## src/rtl/dmac_pkg.sv

```systemverilog
package dmac_pkg;

    // Default width of one packed signed lane.
    parameter int unsigned DEFAULT_HALF_W = 16;

    // Lane count per operand word.
    parameter int unsigned LANES = 2;

    // How the two lane products are combined.
    typedef enum logic {
        COMB_ADD = 1'b0,
        COMB_SUB = 1'b1
    } comb_op_e;

    // Result path selection.
    typedef enum logic {
        PATH_SHORT = 1'b0,
        PATH_LONG  = 1'b1
    } path_e;

endpackage

```

## src/rtl/dmac_lane_mul.sv

```systemverilog
module dmac_lane_mul
    import dmac_pkg::*;
#(
    parameter int unsigned HALF_W = DEFAULT_HALF_W
) (
    input  logic [2*HALF_W-1:0]             word_a,
    input  logic [2*HALF_W-1:0]             word_b,
    input  logic                            swap_b,
    output logic [LANES-1:0][2*HALF_W-1:0]  prods
);
    localparam int unsigned WORD_W = 2 * HALF_W;
    localparam int unsigned PROD_W = 2 * HALF_W;

    logic [WORD_W-1:0] b_sel;

    // Exchange halves of the second operand when requested.
    always_comb begin
        if (swap_b) begin
            b_sel = {word_b[HALF_W-1:0], word_b[WORD_W-1:HALF_W]};
        end else begin
            b_sel = word_b;
        end
    end

    // One signed multiplier per lane.
    for (genvar ln = 0; ln < LANES; ln++) begin : g_lane
        logic signed [HALF_W-1:0] a_h;
        logic signed [HALF_W-1:0] b_h;
        logic signed [PROD_W-1:0] p;

        always_comb begin
            a_h = word_a[ln*HALF_W +: HALF_W];
            b_h = b_sel[ln*HALF_W +: HALF_W];
            p   = PROD_W'(a_h) * PROD_W'(b_h);
        end

        assign prods[ln] = p;
    end

endmodule

```

## src/rtl/dmac_long_path.sv

```systemverilog
module dmac_long_path
    import dmac_pkg::*;
#(
    parameter int unsigned HALF_W = DEFAULT_HALF_W
) (
    input  logic [2*HALF_W-1:0] prod_lo,
    input  logic [2*HALF_W-1:0] prod_hi,
    input  comb_op_e            comb_op,
    input  logic                acc_en,
    input  logic [4*HALF_W-1:0] acc,
    output logic [4*HALF_W-1:0] total
);
    localparam int unsigned PROD_W = 2 * HALF_W;
    localparam int unsigned LONG_W = 4 * HALF_W;
    localparam int unsigned EXT_W  = LONG_W - PROD_W;

    logic [LONG_W-1:0] ext_lo;
    logic [LONG_W-1:0] ext_hi;
    logic [LONG_W-1:0] pair;
    logic [LONG_W-1:0] acc_term;

    always_comb begin
        // Widen each product on its own before they meet.
        ext_lo   = {{EXT_W{prod_lo[PROD_W-1]}}, prod_lo};
        ext_hi   = {{EXT_W{prod_hi[PROD_W-1]}}, prod_hi};
        pair     = (comb_op == COMB_SUB) ? (ext_lo - ext_hi) : (ext_lo + ext_hi);
        acc_term = acc_en ? acc : '0;
        total    = pair + acc_term;
    end

endmodule

```

## src/rtl/dmac_short_path.sv

```systemverilog
module dmac_short_path
    import dmac_pkg::*;
#(
    parameter int unsigned HALF_W = DEFAULT_HALF_W
) (
    input  logic [2*HALF_W-1:0] prod_lo,
    input  logic [2*HALF_W-1:0] prod_hi,
    input  comb_op_e            comb_op,
    input  logic                acc_en,
    input  logic [2*HALF_W-1:0] acc,
    output logic [2*HALF_W-1:0] result,
    output logic                ovf
);
    localparam int unsigned WORD_W = 2 * HALF_W;
    localparam int unsigned MSB    = WORD_W - 1;

    logic [WORD_W-1:0] pair;
    logic [WORD_W-1:0] with_acc;
    logic              pair_ovf;
    logic              acc_ovf;

    always_comb begin
        if (comb_op == COMB_SUB) begin
            pair     = prod_lo - prod_hi;
            pair_ovf = 1'b0;
        end else begin
            pair     = prod_lo + prod_hi;
            pair_ovf = (prod_lo[MSB] == prod_hi[MSB]) && (pair[MSB] != prod_lo[MSB]);
        end

        with_acc = pair + acc;
        acc_ovf  = acc_en && (pair[MSB] == acc[MSB]) && (with_acc[MSB] != pair[MSB]);

        result = acc_en ? with_acc : pair;
        ovf    = pair_ovf | acc_ovf;
    end

endmodule

```

## src/rtl/dmac_dual16.sv

```systemverilog
module dmac_dual16
    import dmac_pkg::*;
#(
    parameter int unsigned HALF_W = DEFAULT_HALF_W
) (
    input  logic                clk,
    input  logic                rst_n,
    input  logic                in_valid,
    input  logic [2*HALF_W-1:0] op_a,
    input  logic [2*HALF_W-1:0] op_b,
    input  logic [2*HALF_W-1:0] acc_hi,
    input  logic [2*HALF_W-1:0] acc_lo,
    input  logic                swap_b,
    input  logic                sub_mode,
    input  logic                long_mode,
    input  logic                acc_en,
    output logic                out_valid,
    output logic [2*HALF_W-1:0] res_hi,
    output logic [2*HALF_W-1:0] res_lo,
    output logic                q_flag
);
    localparam int unsigned WORD_W = 2 * HALF_W;
    localparam int unsigned LONG_W = 2 * WORD_W;

    typedef struct packed {
        logic              vld;
        logic              q;
        logic [WORD_W-1:0] hi;
        logic [WORD_W-1:0] lo;
    } out_state_t;

    logic [LANES-1:0][WORD_W-1:0] prods;
    logic [LONG_W-1:0]            long_total;
    logic [WORD_W-1:0]            short_res;
    logic                         short_ovf;
    comb_op_e                     comb_op;
    path_e                        path;
    out_state_t                   st_d;
    out_state_t                   st_q;

    assign comb_op = comb_op_e'(sub_mode);
    assign path    = path_e'(long_mode);

    dmac_lane_mul #(.HALF_W(HALF_W)) u_mul (
        .word_a (op_a),
        .word_b (op_b),
        .swap_b (swap_b),
        .prods  (prods)
    );

    dmac_long_path #(.HALF_W(HALF_W)) u_long (
        .prod_lo (prods[0]),
        .prod_hi (prods[1]),
        .comb_op (comb_op),
        .acc_en  (acc_en),
        .acc     ({acc_hi, acc_lo}),
        .total   (long_total)
    );

    dmac_short_path #(.HALF_W(HALF_W)) u_short (
        .prod_lo (prods[0]),
        .prod_hi (prods[1]),
        .comb_op (comb_op),
        .acc_en  (acc_en),
        .acc     (acc_lo),
        .result  (short_res),
        .ovf     (short_ovf)
    );

    always_comb begin
        st_d     = st_q;
        st_d.vld = in_valid;
        if (in_valid) begin
            if (path == PATH_LONG) begin
                st_d.hi = long_total[LONG_W-1:WORD_W];
                st_d.lo = long_total[WORD_W-1:0];
                st_d.q  = 1'b0;
            end else begin
                st_d.hi = {WORD_W{short_res[WORD_W-1]}};
                st_d.lo = short_res;
                st_d.q  = short_ovf;
            end
        end
    end

    always_ff @(posedge clk) begin
        if (!rst_n) begin
            st_q <= '0;
        end else begin
            st_q <= st_d;
        end
    end

    assign out_valid = st_q.vld;
    assign res_hi    = st_q.hi;
    assign res_lo    = st_q.lo;
    assign q_flag    = st_q.q;

endmodule

```

## config.mk

```make
export PLATFORM = sky130hd
export DESIGN_NAME = dmac_dual16
export DESIGN_NICKNAME = d
export VERILOG_FILES = /design/src/rtl/dmac_pkg.sv /design/src/rtl/dmac_lane_mul.sv /design/src/rtl/dmac_long_path.sv /design/src/rtl/dmac_short_path.sv /design/src/rtl/dmac_dual16.sv
export SDC_FILE = /design/constraint.sdc
export NUM_CORES = 2
export LEC_CHECK = 0
export BUFFER_PORTS_ARGS = -buffer_cell sky130_fd_sc_hd__buf_4
export CORE_MARGIN = 2
export CORE_UTILIZATION = 25
export DETAILED_ROUTE_END_ITERATION = 8
export PLACE_DENSITY = 0.51
export SYNTH_ARGS = -nofsm -noshare
export SYNTH_HDL_FRONTEND = slang
export SYNTH_SLANG_ARGS = --single-unit
```

## constraint.sdc

```tcl
create_clock -name clk -period 19.6 [get_ports clk]
set_clock_uncertainty 0.15 [all_clocks]
set_input_delay 3.92 -clock clk [delete_from_list [all_inputs] [get_ports clk]]
set_output_delay 3.92 -clock clk [all_outputs]
set_load 0.02 [all_outputs]
```

==> summary by stage <==
Timing
The setup violation total in the final timing report is 0. For the final routed database, the setup TNS stands at 0 ns. The actual slew at the worst max-slew pin is between 1 and 1.5 ns. The number of pins with negative max-slew slack in the final report was 0.

Of the available clock period, the critical path in the final layout requires 87.65%. Setup repair after global routing left no endpoint under its margin. The number of hold violations in the final report is 0. The clock period minus worst slack is 17.18 ns.

The highest clock rate is between 0.05 and 0.06 GHz. The headroom to the max-slew limit is between 20 and 30%.

Placement
The congestion estimate from routability-driven global placement came to slightly below 0.9. The number of port buffers is 200. The HPWL reported at the end of detailed placement is between 80000 and 90000 um.

Global routing
The number of antenna violations at the first check in global routing is 6. The total overflow left after global routing is 0. The via count of the first global-routing pass is 29.00k. The aggregate global-route resource usage is 14.95%. The largest net degree at the start of global routing is 73.

The first global-routing pass estimated 164000 um of wire.

Clock network
The clock transition at the register clock pins on the worst setup and hold paths after CTS is around 0.060 ns. The clock latency at the later pin of the worst-skew pair is approximately 0.35 ns. The buffer levels on the longest clock path is 2. CTS saw 66 sinks. Buffers added to address setup during post-CTS repair amount to 0. In this run the number of H-tree levels came out at 3. The quantity of gates resized following cts is 0.

Clock tree synthesis inserted a total of 9 buffers. The count of hold-fix buffers inserted at cts is 0. The clock tree from TritonCTS is done. The cell sitting at the root of the clock tree is a sky130_fd_sc_hd__clkbuf_16.

Synth
The count of flip-flops with a built-in enable after synthesis is 0. The largest area contributor in the synthesized netlist is sky130_fd_sc_hd__fa_1. The share of flip-flops with an asynchronous set or reset is 0%. The count of synthesis-stage warnings from yosys is 0. Synthesis inferred 66 register bits. By count the netlist is led by sky130_fd_sc_hd__inv_1 (688), sky130_fd_sc_hd__fa_1 (529), sky130_fd_sc_hd__nand2_1 (422). The dominant synthesized flop cell is sky130_fd_sc_hd__dfxtp_1.

Sequential cells were found to cover 3.949% of the synthesized design area. The share of synthesized area in the top cell type comes to 31.65%. In this run the cell area of the synthesized design comes to between 30000 and 40000 um^2. Averaged over all synthesized cells, the footprint is 8.095 um^2. The cell with the most instances after synthesis is sky130_fd_sc_hd__inv_1. After synthesis, the cell types taking the most area are sky130_fd_sc_hd__fa_1 (32%), sky130_fd_sc_hd__ha_1 (13%), sky130_fd_sc_hd__inv_1 (7.7%).

The synthesized netlist net count is between 5k and 6k. The post-synthesis instance total is 4133. The number of distinct standard cells referenced by the synthesized netlist is 100.

Floorplan
The cell row count is 134. The die width is 369.8 um. The standard cell core area is 133100 um^2. Once the floorplan was initialized, standard cells occupied 25.13% of the core. The floorplan die height is 369.8 um. The die covers 136800 um^2.

The count of boundary I/O pins is 201.

Detailed routing
Wires add up to 101800 um. In the detailed route, the total length drawn on met2 is 50690 um. After detailed routing, the average wire length per cell comes to ~17 um. After detailed routing, the wire length on met1 is 46340 um. Wire segments on met3 add up to 3159 um in the final route.

The number of DRC violations after detailed-routing iteration 0 is around 1.5k. Once detail routing completed, the nets flagged for antenna violations numbered 0. The routed layout has 27.96k vias. Before antenna repair, the detailed router went through 5 iterations. The number of design rule violations left after detail routing is 0.

The highest metal layer carrying signal wires in the routed design is met5. The via density per instance is 4.672.

Cells and area
The number of inserted diodes is 0. In the final layout, the share of cells above drive strength 1 is 7.849%. The layout overhead on the synthesized area is 10.80%.

Counting the fill cells in the layout gives 14.51k. The count of nets after finishing is 5215.

Worst setup path
The cell type of the slowest stage on the worst timing path is sky130_fd_sc_hd__xor2_1. The most numerous cell type found on the critical path is sky130_fd_sc_hd__fa_1. The type of element capturing the critical path is a register.

The maximum cell stage delay along the critical path is 0.64 ns. The worst setup path is launched from an input pin. The critical-path maximum fanout is between 50 and 60. The critical path data arrival time is 17.27 ns. At the worst endpoint, the required time is 19.69 ns. The worst setup path is of the input pin to register kind.

Status
The flow ran to the end, and the final reports show no timing, DRC or antenna violations.

Job
The max-capacitance violation count is 0.

Hold path
The path category of the worst min-delay check is register to register.
## final timing paths
check | cells after the start | end | from | slack, ns
max reg2reg | 4 | res_lo[30] | res_lo[30] | 18.42
min | 2 | res_lo[23] | res_lo[23] | 0.32
min reg2reg | 2 | res_lo[23] | res_lo[23] | 0.32
max | 51 | res_hi[23] | swap_b | 2.42
## worst max-delay path: cells and delay by family
family | cells | cell delay, ns
AO/OA/AOI/OAI | 18 | 3.55
XOR/XNOR | 3 | 1.09
adder cells (fa/ha/maj) | 9 | 3.85
buffers and inverters | 5 | 1.22
multiplexers | 2 | 0.88
AND/OR/NAND/NOR | 14 | 2.71
## metrics by stage
step	std cells	cell area [um^2]	hold WS (ns)	setup WS, ns	utilization [%]
global route	5985	37070	0.3361	1.764	27.85
floorplan	4133	33460	0.3907	2.903	-
global placement	5969	36770	0.3052	2.237	27.62
detailed placement	5969	36770	0.3133	2.178	27.62
CTS	5985	37070	0.3224	2.488	27.85
finish	5985	37070	0.3168	2.420	27.85
## state kept, by name, indices dropped and copies added (netlist names)
register,cells
res_lo,32
res_hi,32
q_flag,1
out_valid,1
## layer usage
metal  GRT usage, %  vias to the layer above
met1          19.59                    13800
met4          2.478                       12
met2          27.13                      489
li1               -                    13590
met3         0.9994                       73
met5              0                        -
## area by class of cell
type	instances	area [um^2]	area share, %
multi-input cells	3222	28970	78.15
inverters	691	2596	7.004
well taps	1768	2212	5.967
repair buffers	222	1667	4.496
flip-flops and latches	66	1321	3.564
clock buffers	9	225.2	0.6075
clock inverters	7	77.57	0.2093
## logic make-up (layout without fill, tap and decap cells)
family / Yosys count / after routing / share of synthesized area, %
xor+xnor: 243 / 243 / 6.470
buf+inv: 845 / 929 / 9.503
flops: 66 / 66 / 3.949
fa+ha+maj: 868 / 868 / 44.33
mux: 50 / 50 / 1.608
simple gates: 1244 / 1244 / 18.20
compound gates: 817 / 817 / 15.94
## placed cells by master (no fill, tap or decap), types with 13 or more instances in the layout
cell type                    n
sky130_fd_sc_hd__ha_1      339
sky130_fd_sc_hd__nand2_1   422
sky130_fd_sc_hd__nor4_1     13
sky130_fd_sc_hd__a31oi_1    26
sky130_fd_sc_hd__or2_2      30
sky130_fd_sc_hd__nand3_1    54
sky130_fd_sc_hd__and2_1    164
sky130_fd_sc_hd__nor2b_1   134
sky130_fd_sc_hd__nand4_1    17
sky130_fd_sc_hd__o211ai_1   31
sky130_fd_sc_hd__and3_1     19
sky130_fd_sc_hd__a21oi_1   269
sky130_fd_sc_hd__a211o_1    13
sky130_fd_sc_hd__fa_1      529
sky130_fd_sc_hd__xnor2_1   176
sky130_fd_sc_hd__a21o_1     73
sky130_fd_sc_hd__buf_4     222
sky130_fd_sc_hd__xor2_1     64
sky130_fd_sc_hd__mux2i_1    22
sky130_fd_sc_hd__mux2_2     25
sky130_fd_sc_hd__a211oi_1   39
sky130_fd_sc_hd__nand2b_1   48
sky130_fd_sc_hd__nor3_1     60
sky130_fd_sc_hd__or3_1      17
sky130_fd_sc_hd__o21bai_1   36
sky130_fd_sc_hd__dfxtp_1    66
sky130_fd_sc_hd__o21a_1     41
sky130_fd_sc_hd__o31ai_1    17
sky130_fd_sc_hd__o21ai_0   128
sky130_fd_sc_hd__inv_1     688
sky130_fd_sc_hd__nor2_1    234
Power is not shown: default switching activity piles up to over one toggle a cycle in this logic, so the estimate is an artifact.
